File: src/rtl/atr_pkg.sv
package atr_pkg;
    typedef enum logic [0:0] {
        ST_IDLE = 1'b0,
        ST_SEND = 1'b1
    } atr_state_e;

    localparam int unsigned ATR_BITS_DEF = 32;
    localparam logic [31:0] ATR_WORD_DEF = 32'h55AA4019;
endpackage

File: src/rtl/atr_edge.sv
module atr_edge #(
    parameter int unsigned W = 2
) (
    input  logic         clk,
    input  logic         rst_n,
    input  logic [W-1:0] lvl_i,
    output logic [W-1:0] rise_o,
    output logic [W-1:0] fall_o
);
    typedef struct packed {
        logic [W-1:0] prev;
    } edge_s;

    edge_s r_d, r_q;

    always_comb begin
        r_d.prev = lvl_i;
    end

    always_ff @(posedge clk) begin
        if (!rst_n) r_q <= '0;
        else        r_q <= r_d;
    end

    for (genvar g = 0; g < W; g++) begin : g_bit
        assign rise_o[g] =  lvl_i[g] & ~r_q.prev[g];
        assign fall_o[g] = ~lvl_i[g] &  r_q.prev[g];
    end
endmodule

File: src/rtl/atr_window.sv
module atr_window (
    input  logic clk,
    input  logic rst_n,
    input  logic rst_lvl_i,
    input  logic rst_rise_i,
    input  logic scl_lvl_i,
    output logic overlap_o
);
    typedef struct packed {
        logic hit;
    } win_s;

    win_s r_d, r_q;

    always_comb begin
        r_d = r_q;
        if (rst_rise_i) r_d.hit = scl_lvl_i;
        else            r_d.hit = r_q.hit | (rst_lvl_i & scl_lvl_i);
    end

    always_ff @(posedge clk) begin
        if (!rst_n) r_q <= '0;
        else        r_q <= r_d;
    end

    assign overlap_o = r_q.hit;
endmodule

File: src/rtl/atr_seq.sv
module atr_seq
    import atr_pkg::*;
#(
    parameter int unsigned          NBITS = ATR_BITS_DEF,
    parameter logic [NBITS-1:0]     WORD  = ATR_WORD_DEF[NBITS-1:0]
) (
    input  logic clk,
    input  logic rst_n,
    input  logic rst_lvl_i,
    input  logic rst_fall_i,
    input  logic scl_fall_i,
    input  logic overlap_i,
    input  logic wr_busy_i,
    input  logic pwr_fail_i,
    output logic sdo_o,
    output logic oe_o
);
    localparam int unsigned IDX_W = (NBITS > 1) ? $clog2(NBITS) : 1;
    localparam logic [IDX_W-1:0] LAST = IDX_W'(NBITS - 1);

    typedef struct packed {
        atr_state_e       st;
        logic [IDX_W-1:0] idx;
    } seq_s;

    seq_s r_d, r_q;

    always_comb begin
        r_d = r_q;
        if (pwr_fail_i) begin
            r_d.st  = ST_IDLE;
            r_d.idx = '0;
        end else if (rst_fall_i) begin
            r_d.idx = '0;
            r_d.st  = (overlap_i && !wr_busy_i) ? ST_SEND : ST_IDLE;
        end else if (r_q.st == ST_SEND && scl_fall_i && !rst_lvl_i) begin
            if (r_q.idx == LAST) begin
                r_d.st  = ST_IDLE;
                r_d.idx = '0;
            end else begin
                r_d.idx = r_q.idx + 1'b1;
            end
        end
    end

    always_ff @(posedge clk) begin
        if (!rst_n) r_q <= '{st: ST_IDLE, idx: '0};
        else        r_q <= r_d;
    end

    assign oe_o  = (r_q.st == ST_SEND);
    assign sdo_o = oe_o ? WORD[r_q.idx] : 1'b1;


    pwr_abort_chk: assert property (@(posedge clk) disable iff (!rst_n)
        pwr_fail_i |=> !oe_o);


    start_chk: assert property (@(posedge clk) disable iff (!rst_n)
        (rst_fall_i && overlap_i && !wr_busy_i && !pwr_fail_i) |=> (oe_o && r_q.idx == '0));


    busy_block_chk: assert property (@(posedge clk) disable iff (!rst_n)
        (rst_fall_i && wr_busy_i) |=> !oe_o);


    abort_chk: assert property (@(posedge clk) disable iff (!rst_n)
        (rst_fall_i && !overlap_i) |=> !oe_o);


    hold_chk: assert property (@(posedge clk) disable iff (!rst_n)
        (oe_o && rst_lvl_i && !pwr_fail_i) |=> $stable(r_q.idx));


    step_chk: assert property (@(posedge clk) disable iff (!rst_n)
        (oe_o && scl_fall_i && !rst_lvl_i && !rst_fall_i && !pwr_fail_i && r_q.idx != LAST)
        |=> (oe_o && r_q.idx == $past(r_q.idx) + 1'b1));


    released_chk: assert property (@(posedge clk) disable iff (!rst_n)
        !oe_o |-> sdo_o);
endmodule

File: src/rtl/atr_serializer.sv
module atr_serializer
    import atr_pkg::*;
#(
    parameter int unsigned      NBITS    = ATR_BITS_DEF,
    parameter logic [NBITS-1:0] ATR_WORD = ATR_WORD_DEF[NBITS-1:0]
) (
    input  logic clk,
    input  logic rst_n,
    input  logic atr_rst_i,
    input  logic scl_i,
    input  logic wr_busy_i,
    input  logic pwr_fail_i,
    output logic sdo_o,
    output logic sdo_oe_o
);
    localparam int unsigned PIN_RST = 0;
    localparam int unsigned PIN_SCL = 1;

    logic [1:0] pin_rise, pin_fall;
    logic       overlap;

    atr_edge #(.W(2)) u_edge (
        .clk    (clk),
        .rst_n  (rst_n),
        .lvl_i  ({scl_i, atr_rst_i}),
        .rise_o (pin_rise),
        .fall_o (pin_fall)
    );

    atr_window u_win (
        .clk        (clk),
        .rst_n      (rst_n),
        .rst_lvl_i  (atr_rst_i),
        .rst_rise_i (pin_rise[PIN_RST]),
        .scl_lvl_i  (scl_i),
        .overlap_o  (overlap)
    );

    atr_seq #(.NBITS(NBITS), .WORD(ATR_WORD)) u_seq (
        .clk        (clk),
        .rst_n      (rst_n),
        .rst_lvl_i  (atr_rst_i),
        .rst_fall_i (pin_fall[PIN_RST]),
        .scl_fall_i (pin_fall[PIN_SCL]),
        .overlap_i  (overlap),
        .wr_busy_i  (wr_busy_i),
        .pwr_fail_i (pwr_fail_i),
        .sdo_o      (sdo_o),
        .oe_o       (sdo_oe_o)
    );
endmodule

File: config.mk
export PLATFORM = sky130hd
export DESIGN_NAME = atr_serializer
export DESIGN_NICKNAME = d
export VERILOG_FILES = /design/src/rtl/atr_pkg.sv /design/src/rtl/atr_edge.sv /design/src/rtl/atr_window.sv /design/src/rtl/atr_seq.sv /design/src/rtl/atr_serializer.sv
export SDC_FILE = /design/constraint.sdc
export NUM_CORES = 1
export LEC_CHECK = 0
export BUFFER_PORTS_ARGS = -buffer_cell sky130_fd_sc_hd__clkbuf_2
export CAP_MARGIN = 15
export CORE_AREA = 10 10 47 49
export CTS_BUF_LIST = sky130_fd_sc_hd__clkbuf_16
export DETAILED_ROUTE_END_ITERATION = 10
export DIE_AREA = 0 0 57 59
export HOLD_SLACK_MARGIN = 0.06
export PLACE_DENSITY = 0.75
export SETUP_SLACK_MARGIN = 0.5
export SKIP_LAST_GASP = 1
export SYNTH_ARGS = -nofsm -noshare
export SYNTH_HDL_FRONTEND = slang
export SYNTH_SLANG_ARGS = --single-unit
File: constraint.sdc
create_clock -name clk -period 2.7 [get_ports clk]
set_clock_uncertainty 0.15 [all_clocks]
set_input_delay 0.27 -clock clk [delete_from_list [all_inputs] [get_ports clk]]
set_output_delay 0.27 -clock clk [all_outputs]
set_load 0.01 [all_outputs]
==> reports/qor.yml, run 1 <==
setup_tns_ns: 0
yosysSeqAreaShare_pct: 33.20
dp_hpwl_microns: 958.8
yosysWarnings: 0
multi_input_area_sq_um: 419.2
min_path_type: "input port to register"
power.density_nw_per_um2: 528.7
syn-num-nets: 77
yosysTopAreaCell: "dfxtp_1"
reg2reg_from: "u_seq.r_q[0]"
rows: 14
synthSimpleGateAreaFrac_pct: 30.50
synthCells: 67
gp_congestion: 0.8144
die_width_microns: 57
grt_overflow: 0
switching_share_pct: 19.02
synthAdderAreaFrac_pct: 8.299
crit_top_cell: "ha_4"
hp-start: "rst_n"
wire_per_inst_microns: 15.13
final_hold_viol_count: 0
cts_tree: "done"
area_growth_pct: 35.48
synthDistinctLibCells: 33
synth_common_cells: "dfxtp_1, nand2_1, a21oi_1, ha_1, inv_1"
die_y_microns: 59
synth_compound_area_share_pct: 22.82
ant_nets: 0
rsz0062_at_grt: "yes"
path_buf_inv: 1
p_comb_share_pct: 3.4
vias_per_cell: 5.859
clkSinkCount: 10
nets: 94
p_switching_uw: 82.16
synth_top_area_share_pct: 33.20
rr_worst_depth: 11
startpoint_type: "register"
grt_pass1_wl_microns: 2456
cp-end-kind: "register"
drive_gt1_share_pct: 36.14
p_int_uw: 349.8
portBuffers: 7
crit_family: "simple AND/OR/NAND/NOR gates"
drt-total-wl_microns: 1498
async_flop_share_pct: 0
n_fill_cell: 122
muxShareOfSynthArea_pct: 0
h-tree-depth: 1
min_path_cells: 2
r2r_slack_ns: 0.50
drc: 0
vdd_drop_max_mv: 0.4380
pwr-share-clk_pct: 61.8
grt_max_degree: 9
crit_arrival_ns: 2.22
worstPathRequired_ns: 2.73
die_area_sq_um: 3363
min_period_ns: 2.197
status: "finished, final reports clean"
synth_top_family_by_area: "simple AND/OR/NAND/NOR gates"
cp_slowest_cell: "dfxtp_4"
slew_headroom_pct: 75.48
first_global_vias: 571
maxCapViolations: 0
cp_max_fo: 4
p_leak_nw: 0.3023
drt_iter0_drc: 11
dr.pass1.iters: 4
clk_pin_slew_ns: 0.04
num_antenna_cells: 0
syn_area_sq_um: 603.1
fin_crit_sh_pct: 81.36
max_freq_ghz: 0.4552
clock_latency_ns: 0.24
synth_edf_count: 0
vias: 580
crit_type: "register to register"
synthXorXnorAreaFrac_pct: 1.452
fp.coreArea_sq_um: 1401
synth_flop_cell: "dfxtp_1"
cts_buffers: 3
worstMarginPinSlew_ns: 0.3670
worstPathCellList: "ha_4 > and3_4 > ha_4 > nor3_2 > a21oi_1 > nor2_1 > inv_1 > ha_1 > nand3b_1 > a21oi_2 > a2bb2oi_2"
seq_power_share_pct: 34.8
ys_ff_latch: 10
setup_viol: 0
regArea_sq_um: 207.7
final_core_util_pct: 58.30
clockBufferDepth: 2
num_io_pins: 8
slew_viol_final: 0
antenna_found_initial: 0
synth_area_leaders: "dfxtp_1, ha_1, nand2_1"
hold_buffers: 0
grt_use_total_pct: 9.332
whs_endpoint: "u_edge.r_q[1]"
max_stage_delay_ns: 0.35
syn_avg_cell_area_sq_um: 9.001
start_util_pct: 43.04
cts_root_buf: "clkbuf_16"
state kept, by name (all words and copies together) (netlist names), named ones only:
name / cells
u_seq.r_q: 5
u_edge.r_q: 2
u_seq.oe_o: 1
u_win.overlap_o: 1
power groups by stage:
stage | sequential (mW) | combinational [mW] | clock (mW)
after floorplan | 0.154 | 0.00770 | 0
after global placement | 0.154 | 0.0137 | 0
after detailed placement | 0.155 | 0.0143 | 0
after CTS | 0.150 | 0.0143 | 0.271
after global routing | 0.150 | 0.0157 | 0.275
final | 0.150 | 0.0146 | 0.267
cell families after synthesis:
group,Yosys count
adder cells (fa/ha/maj),4
AND/OR/NAND/NOR,31
XOR/XNOR,1
AO/OA/AOI/OAI,17
flip-flops,10
buffers and inverters,4
how the worst max path moves through the flow:
stage,to,from,depth (start not counted)
6_report,register,u_seq.r_q[0],11
5_1_grt,register,u_seq.r_q[1],11
4_1_cts,register,u_seq.r_q[1],11
3_5_place_dp,register,u_seq.r_q[0],11
3_3_place_gp,register,u_seq.r_q[0],11
2_1_floorplan,register,u_seq.r_q[0],11
metal layers:
| layer | track usage [%] | share of wire [%] | vias to the layer above | routed length, microns |
|---|---|---|---|---|
| li1 | - | - | 278 | - |
| met1 | 9.014 | 40 | 273 | 606 |
| met2 | 16.43 | 53 | 21 | 787 |
| met3 | 3.433 | 4.4 | 8 | 66 |
| met4 | 6.040 | 2.5 | 0 | 38 |
| met5 | 0 | 0 | - | 0 |
final cells by class:
cell class,count,area share [%]
clock inverters,1,0.4594
repair buffers,13,9.801
multi-input cells,53,51.30
flip-flops and latches,10,25.42
clock buffers,3,9.188
inverters,3,1.378
well taps,16,2.450
timing repair:
item,CTS,global route
resized for setup,8,0
endpoints found under the hold margin,0,0
pin swaps,6,4
endpoints found under the setup margin,1,1
buffers inserted,5,0
per-stage QoR:
| stage | hold WS (ns) | total power [mW] | setup WS, ns | area [sq um] | std cells |
|---|---|---|---|---|---|
| 5_1_grt | 0.1466 | 0.4407 | 0.3757 | 817.0 | 99 |
| 3_5_place_dp | 0.3311 | 0.1688 | 0.3464 | 663.1 | 90 |
| 2_1_floorplan | 0.2417 | 0.1618 | 0.5140 | 611.8 | 67 |
| 3_3_place_gp | 0.3288 | 0.1681 | 0.3840 | 663.1 | 90 |
| 6_report | 0.1334 | 0.4320 | 0.5033 | 817.0 | 99 |
| 4_1_cts | 0.1333 | 0.4358 | 0.4716 | 817.0 | 99 |
placed cells by master (no fill, tap or decap), types with 2 or more instances in the layout:
cell,netlist,routed
nand4_1,2,2
dfxtp_4,0,2
dfxtp_1,10,8
ha_4,0,2
o31ai_1,2,2
nor3b_1,2,2
inv_1,3,3
a21oi_1,5,4
clkbuf_16,0,3
nand2b_1,2,2
nor2b_1,2,2
nand3b_1,2,2
nand2_1,10,10
nor2_1,2,2
ha_1,4,2
buf_4,0,6
clkbuf_2,0,7
Power figures use the tool's default switching activity.
==> inputs of run 2 (changes only) <==
clock period = 2.1 ns   (was 2.7 ns; I/O delays follow)
==> run 2 against run 1 <==
The flow now finishes with violations (negative setup slack). Die area did not move. Total power rose by 28%. Count of clock-buffer cells in the layout did not move. Non-clock buffer count rose by 7. Worst setup slack got worse by 0.53 ns. Critical path type unchanged. Largest power group unchanged.
==> reports/qor.yml, run 2 (synthesis gave the netlist of run 1 again) <==
status: "complete, but fails checks"
violations: "negative setup slack"
worstMarginPinSlew_ns: 0.3209  # -0.04613 ns
slew_viol_final: 0  # unchanged
slew_headroom_pct: 78.61  # +3.1 points
drc: 0  # unchanged
dp_hpwl_microns: 1193  # +24%
fp.coreArea_sq_um: 1401  # unchanged
crit_arrival_ns: 2.15  # -0.07 ns
largest-register: "u_seq.r_q"
cts_root_buf: "clkbuf_16"
clkSinkCount: 10  # unchanged
antenna_found_initial: 0  # unchanged
worstPathRequired_ns: 2.12  # -0.61 ns
ant_nets: 0  # unchanged
maxCapViolations: 0  # unchanged
drive_gt1_share_pct: 47.78  # +12 points
clockBufferDepth: 2  # unchanged
grt_pass1_wl_microns: 2656  # +8.1%
nets: 101  # +7.4%
largest_register_ffs: 5  # unchanged
area_growth_pct: 49.17
first_global_vias: 596  # +4.4%
drt-total-wl_microns: 1548  # +3.3%
setup_tns_ns: -0.02916  # -0.02916 ns
vias_per_cell: 5.566  # -5.0%
setup_viol: 1  # +1
rsz0062_at_grt: "yes"
drt_iter0_drc: 12  # +1
grt_use_met1_pct: 10.12  # +1.1 points
startpoint_type: "register"
grt_overflow: 0  # unchanged
worstPathCellList: "ha_4 > and3_4 > ha_4 > nor3_4 > a21oi_2 > nor2_2 > inv_1 > ha_1 > nand3b_1 > a21oi_2 > a2bb2oi_2"
final_hold_viol_count: 0  # unchanged
grt_use_met2_pct: 17.98  # +1.6 points
vdd_drop_max_mv: 0.5027  # +15%
gp_congestion: 0.8449  # +3.7%
rows: 14  # unchanged
die_area_sq_um: 3363  # unchanged
cp_slowest_cell: "dfxtp_4"
portBuffers: 7  # unchanged
setup_ws_ns: -0.02916  # -0.5325 ns
die_width_microns: 57  # unchanged
grt_max_degree: 8  # -1
h-tree-depth: 1  # unchanged
min_path_type: "input port to register"
p_leak_nw: 0.3438  # +14%
max_freq_ghz: 0.4697  # +3.2%
clk_pin_slew_ns: 0.04  # about the same
crit_type: "register to register"
cts_tree: "done"
fin_crit_sh_pct: 101.4  # +20 points
die_y_microns: 59  # unchanged
cp_max_fo: 3  # -1
grt_use_met3_pct: 1.931  # -1.5 points
final_core_util_pct: 64.20  # +5.9 points
num_antenna_cells: 0  # unchanged
final_cell_mix: "buf_4, nand2_1, dfxtp_1"
dr.pass1.iters: 4  # unchanged
top_regs: "u_seq.r_q x5, u_edge.r_q x2"
grt_use_total_pct: 9.991  # +0.66 points
vias: 590  # +1.7%
start_util_pct: 43.04  # unchanged
final_common_cell: "buf_4"
cp-end-kind: "register"
max_stage_delay_ns: 0.34  # about the same
num_io_pins: 8  # unchanged
grt_busiest_layer: "met2"
total_power_uw: 551.1  # +28%
clock_latency_ns: 0.24  # about the same
wire_per_inst_microns: 14.60  # -3.5%
min_period_ns: 2.129  # -0.06751 ns
power.density_nw_per_um2: 612.6  # +16%
hold_buffers: 0  # unchanged
cts_buffers: 3  # unchanged
## run 2: stage by stage
step | instance area, sq um | hold WS [ns] | cells | setup slack, ns
4_1_cts | 893.4 | 0.06271 | 106 | -0.05917
6_report | 899.6 | 0.06462 | 106 | -0.02916
2_1_floorplan | 645.6 | 0.1817 | 67 | 0.03852
3_5_place_dp | 779.5 | 0.3058 | 101 | -0.07181
3_3_place_gp | 779.5 | 0.3052 | 101 | -0.02538
5_1_grt | 899.6 | 0.07453 | 106 | -0.1486
## run 2: critical path, delay by kind of cell, from the launching register on
family	cells	cell delay, ns
AND/OR/NAND/NOR	4	0.55
adder cells (fa/ha/maj)	3	0.57
AO/OA/AOI/OAI	3	0.38
flip-flops	1	0.34
buffers and inverters	1	0.06
## run 2: area by class of cell
type                       instances  area (sq um)
inverter                           3         11.26
clock inverter                     1         3.754
multi-input combinational         53         451.7
fill                             107         501.7
timing repair buffer              20         132.6
clock buffer                       3         75.07
sequential                        10         205.2
tap                               16         20.02
## run 2: path summary, 6_finish.rpt
check / start / to / slack (ns) / cells past startpoint
hold reg to reg: u_win.overlap_o / u_win.overlap_o / 0.33 / 2
hold / removal: scl_i / u_edge.r_q[1] / 0.06 / 2
setup / recovery: u_seq.r_q[0] / register / -0.03 / 11
setup reg to reg: u_seq.r_q[0] / register / -0.03 / 11
## run 2: routing by layer
metal  share of wire (%)  wire, microns
met2                  55            853
met5                   0              0
met3                 3.0             46
met1                  39            607
met4                 2.6             40
## run 2: what timing repair did
action | CTS | global route
resized for setup | 6 | 2
gates cloned | 0 | 0
setup buffers | 1 | 0
pin swaps | 3 | 1
setup endpoints to repair | 3 | 3
## run 2: where the power goes
part | switching [mW] | internal (mW) | leakage, nW
Clock | 0.0841 | 0.249 | 0.0423
Sequential | 0.00166 | 0.193 | 0.0827
Combinational | 0.0115 | 0.0122 | 0.219
==> inputs of run 3 (changes only) <==
RECOVER_POWER = 50   (was not set)
==> run 3 against run 2 <==
The run still ends with negative setup slack left. Routed wire length rose by 0.13%. Final area fell by 0.14%. Clock power barely moved. Register-to-register slack barely moved. Combinational power barely moved. Worst setup slack barely moved. Flip-flop and latch count did not move. Sequential power barely moved. Fmax did not move. Critical path type unchanged. Largest cell class unchanged. Largest power group unchanged. Highest routed layer unchanged.
==> reports/qor.yml, run 3 (synthesis gave the netlist of run 1 again) <==
crit_arrival_ns: 2.15  # about the same
slew_viol_final: 0  # unchanged
vias: 589  # -0.17%
setup_viol: 1  # unchanged
worstMarginPinSlew_ns: 0.3209  # unchanged
antenna_found_initial: 0  # unchanged
dr.pass1.iters: 4  # unchanged
power.density_nw_per_um2: 613.1  # about the same
fin_crit_sh_pct: 101.4  # about the same
max_freq_ghz: 0.4697  # unchanged
portBuffers: 7  # unchanged
rows: 14  # unchanged
placed_cells: 101  # unchanged
drt_iter0_drc: 12  # unchanged
reg2reg_from: "u_seq.r_q[0]"
worstPathRequired_ns: 2.12  # about the same
first_global_vias: 596  # unchanged
preCtsSetupSlack_ns: -0.07181  # unchanged
startpoint_type: "register"
cp_slowest_cell: "dfxtp_4"
n_fill_cell: 108  # +0.93%
start_util_pct: 43.04  # unchanged
num_antenna_cells: 0  # unchanged
clk_pin_slew_ns: 0.04  # about the same
critPathLaunch: "u_seq.r_q[0]"
cp-end-kind: "register"
nets: 101  # unchanged
final_hold_viol_count: 0  # unchanged
final_common_cell: "buf_4"
clkSinkCount: 10  # unchanged
top_regs: "u_seq.r_q x5, u_edge.r_q x2"
dp_hpwl_microns: 1193  # unchanged
vias_per_cell: 5.557  # -0.17%
path_buf_inv: 1  # unchanged
rr_worst_depth: 11  # unchanged
final_cell_mix: "buf_4, nand2_1, dfxtp_1"
max_stage_delay_ns: 0.34  # about the same
cts_root_buf: "clkbuf_16"
rsz0062_at_grt: "yes"
clock_latency_ns: 0.24  # about the same
min_period_ns: 2.129  # +0.000001300 ns
largest-register: "u_seq.r_q"
largest_register_ffs: 5  # unchanged
p_leak_nw: 0.3408  # -0.86%
drt-total-wl_microns: 1550  # +0.13%
die_width_microns: 57  # unchanged
cts_tree: "done"
gp_congestion: 0.8449  # unchanged
total_power_uw: 550.8  # about the same
min_path_type: "input port to register"
drive_gt1_share_pct: 46.67  # -1.1 points
r2r_slack_ns: -0.03  # about the same
die_y_microns: 59  # unchanged
die_area_sq_um: 3363  # unchanged
num_io_pins: 8  # unchanged
grt_pass1_wl_microns: 2656  # unchanged
grt_max_degree: 8  # unchanged
fin_cells: 106  # unchanged
status: "complete, but fails checks"
h-tree-depth: 1  # unchanged
vdd_drop_max_mv: 0.5027  # about the same
setup_ws_ns: -0.02916  # -0.000001300 ns
worstPathCellList: "ha_4 > and3_4 > ha_4 > nor3_4 > a21oi_2 > nor2_2 > inv_1 > ha_1 > nand3b_1 > a21oi_2 > a2bb2oi_2"
cts_buffers: 3  # unchanged
wire_per_inst_microns: 14.62  # +0.13%
grt_overflow: 0  # unchanged
whs_endpoint: "u_edge.r_q[1]"
setup_tns_ns: -0.02916  # -0.000001300 ns
holdWs_ns: 0.06462  # unchanged
grt_use_total_pct: 9.991  # unchanged
maxCapViolations: 0  # unchanged
violations: "negative setup slack"
crit_family: "adder cells"
clockBufferDepth: 2  # unchanged
min_path_cells: 2  # unchanged
ant_nets: 0  # unchanged
hp-start: "scl_i"
slew_headroom_pct: 78.61  # unchanged
drc: 0  # unchanged
area_growth_pct: 48.96
fp.coreArea_sq_um: 1401  # unchanged
cp_max_fo: 3  # unchanged
crit_type: "register to register"
-- run 3: cell count changes in the layout (fill, tap and decap cells not counted) --
cell / before / now
clkbuf_1: 0 / 1
clkbuf_2: 7 / 6
-- run 3: cell type report --
class | count | area, sq um | area share [%]
multi-input combinational | 53 | 451.7 | 50.28
sequential | 10 | 205.2 | 22.84
timing repair buffer | 20 | 131.4 | 14.62
clock buffer | 3 | 75.07 | 8.357
tap | 16 | 20.02 | 2.228
inverter | 3 | 11.26 | 1.253
clock inverter | 1 | 3.754 | 0.4178
-- run 3: through the flow --
stage | util (%) | instance area, sq um
after global placement | 55.63 | 779.5
final | 64.11 | 898.4
after global routing | 64.11 | 898.4
after detailed placement | 55.63 | 779.5
after floorplan | - | 645.6
after CTS | 63.75 | 893.4
-- run 3: timing repair --
item,CTS,global route
setup endpoints to repair,3,3
hold buffers,0,0
gates resized for setup,6,2
pin swaps,3,1
setup buffers,1,0
-- run 3: report_power, final --
group | switching [mW] | internal (mW)
Combinational | 0.0115 | 0.0119
Clock | 0.0841 | 0.249
Sequential | 0.00166 | 0.193
-- run 3: how the worst max path moves through the flow --
stage	endpoint	slack, ns	cells past startpoint
after global placement	register	-0.03	11
after floorplan	register	0.04	11
after global routing	register	-0.15	11
final	register	-0.03	11
after detailed placement	register	-0.07	11
after CTS	register	-0.06	11
-- run 3: layer usage --
layer	vias up	wire length (microns)	global-route usage, %
met2	16	853	17.98
met5	-	0	0
met1	273	609	10.12
met3	4	46	1.931
met4	0	40	7.047
li1	296	-	-
-- run 3: worst register-to-register path, cell delays in order, from the launching register on --
cell and delay (ns):
dfxtp_4 0.34, ha_4 0.15, and3_4 0.18, ha_4 0.16, nor3_4 0.11, a21oi_2 0.06
nor2_2 0.09, inv_1 0.06, ha_1 0.26, nand3b_1 0.17, a21oi_2 0.19, a2bb2oi_2 0.14
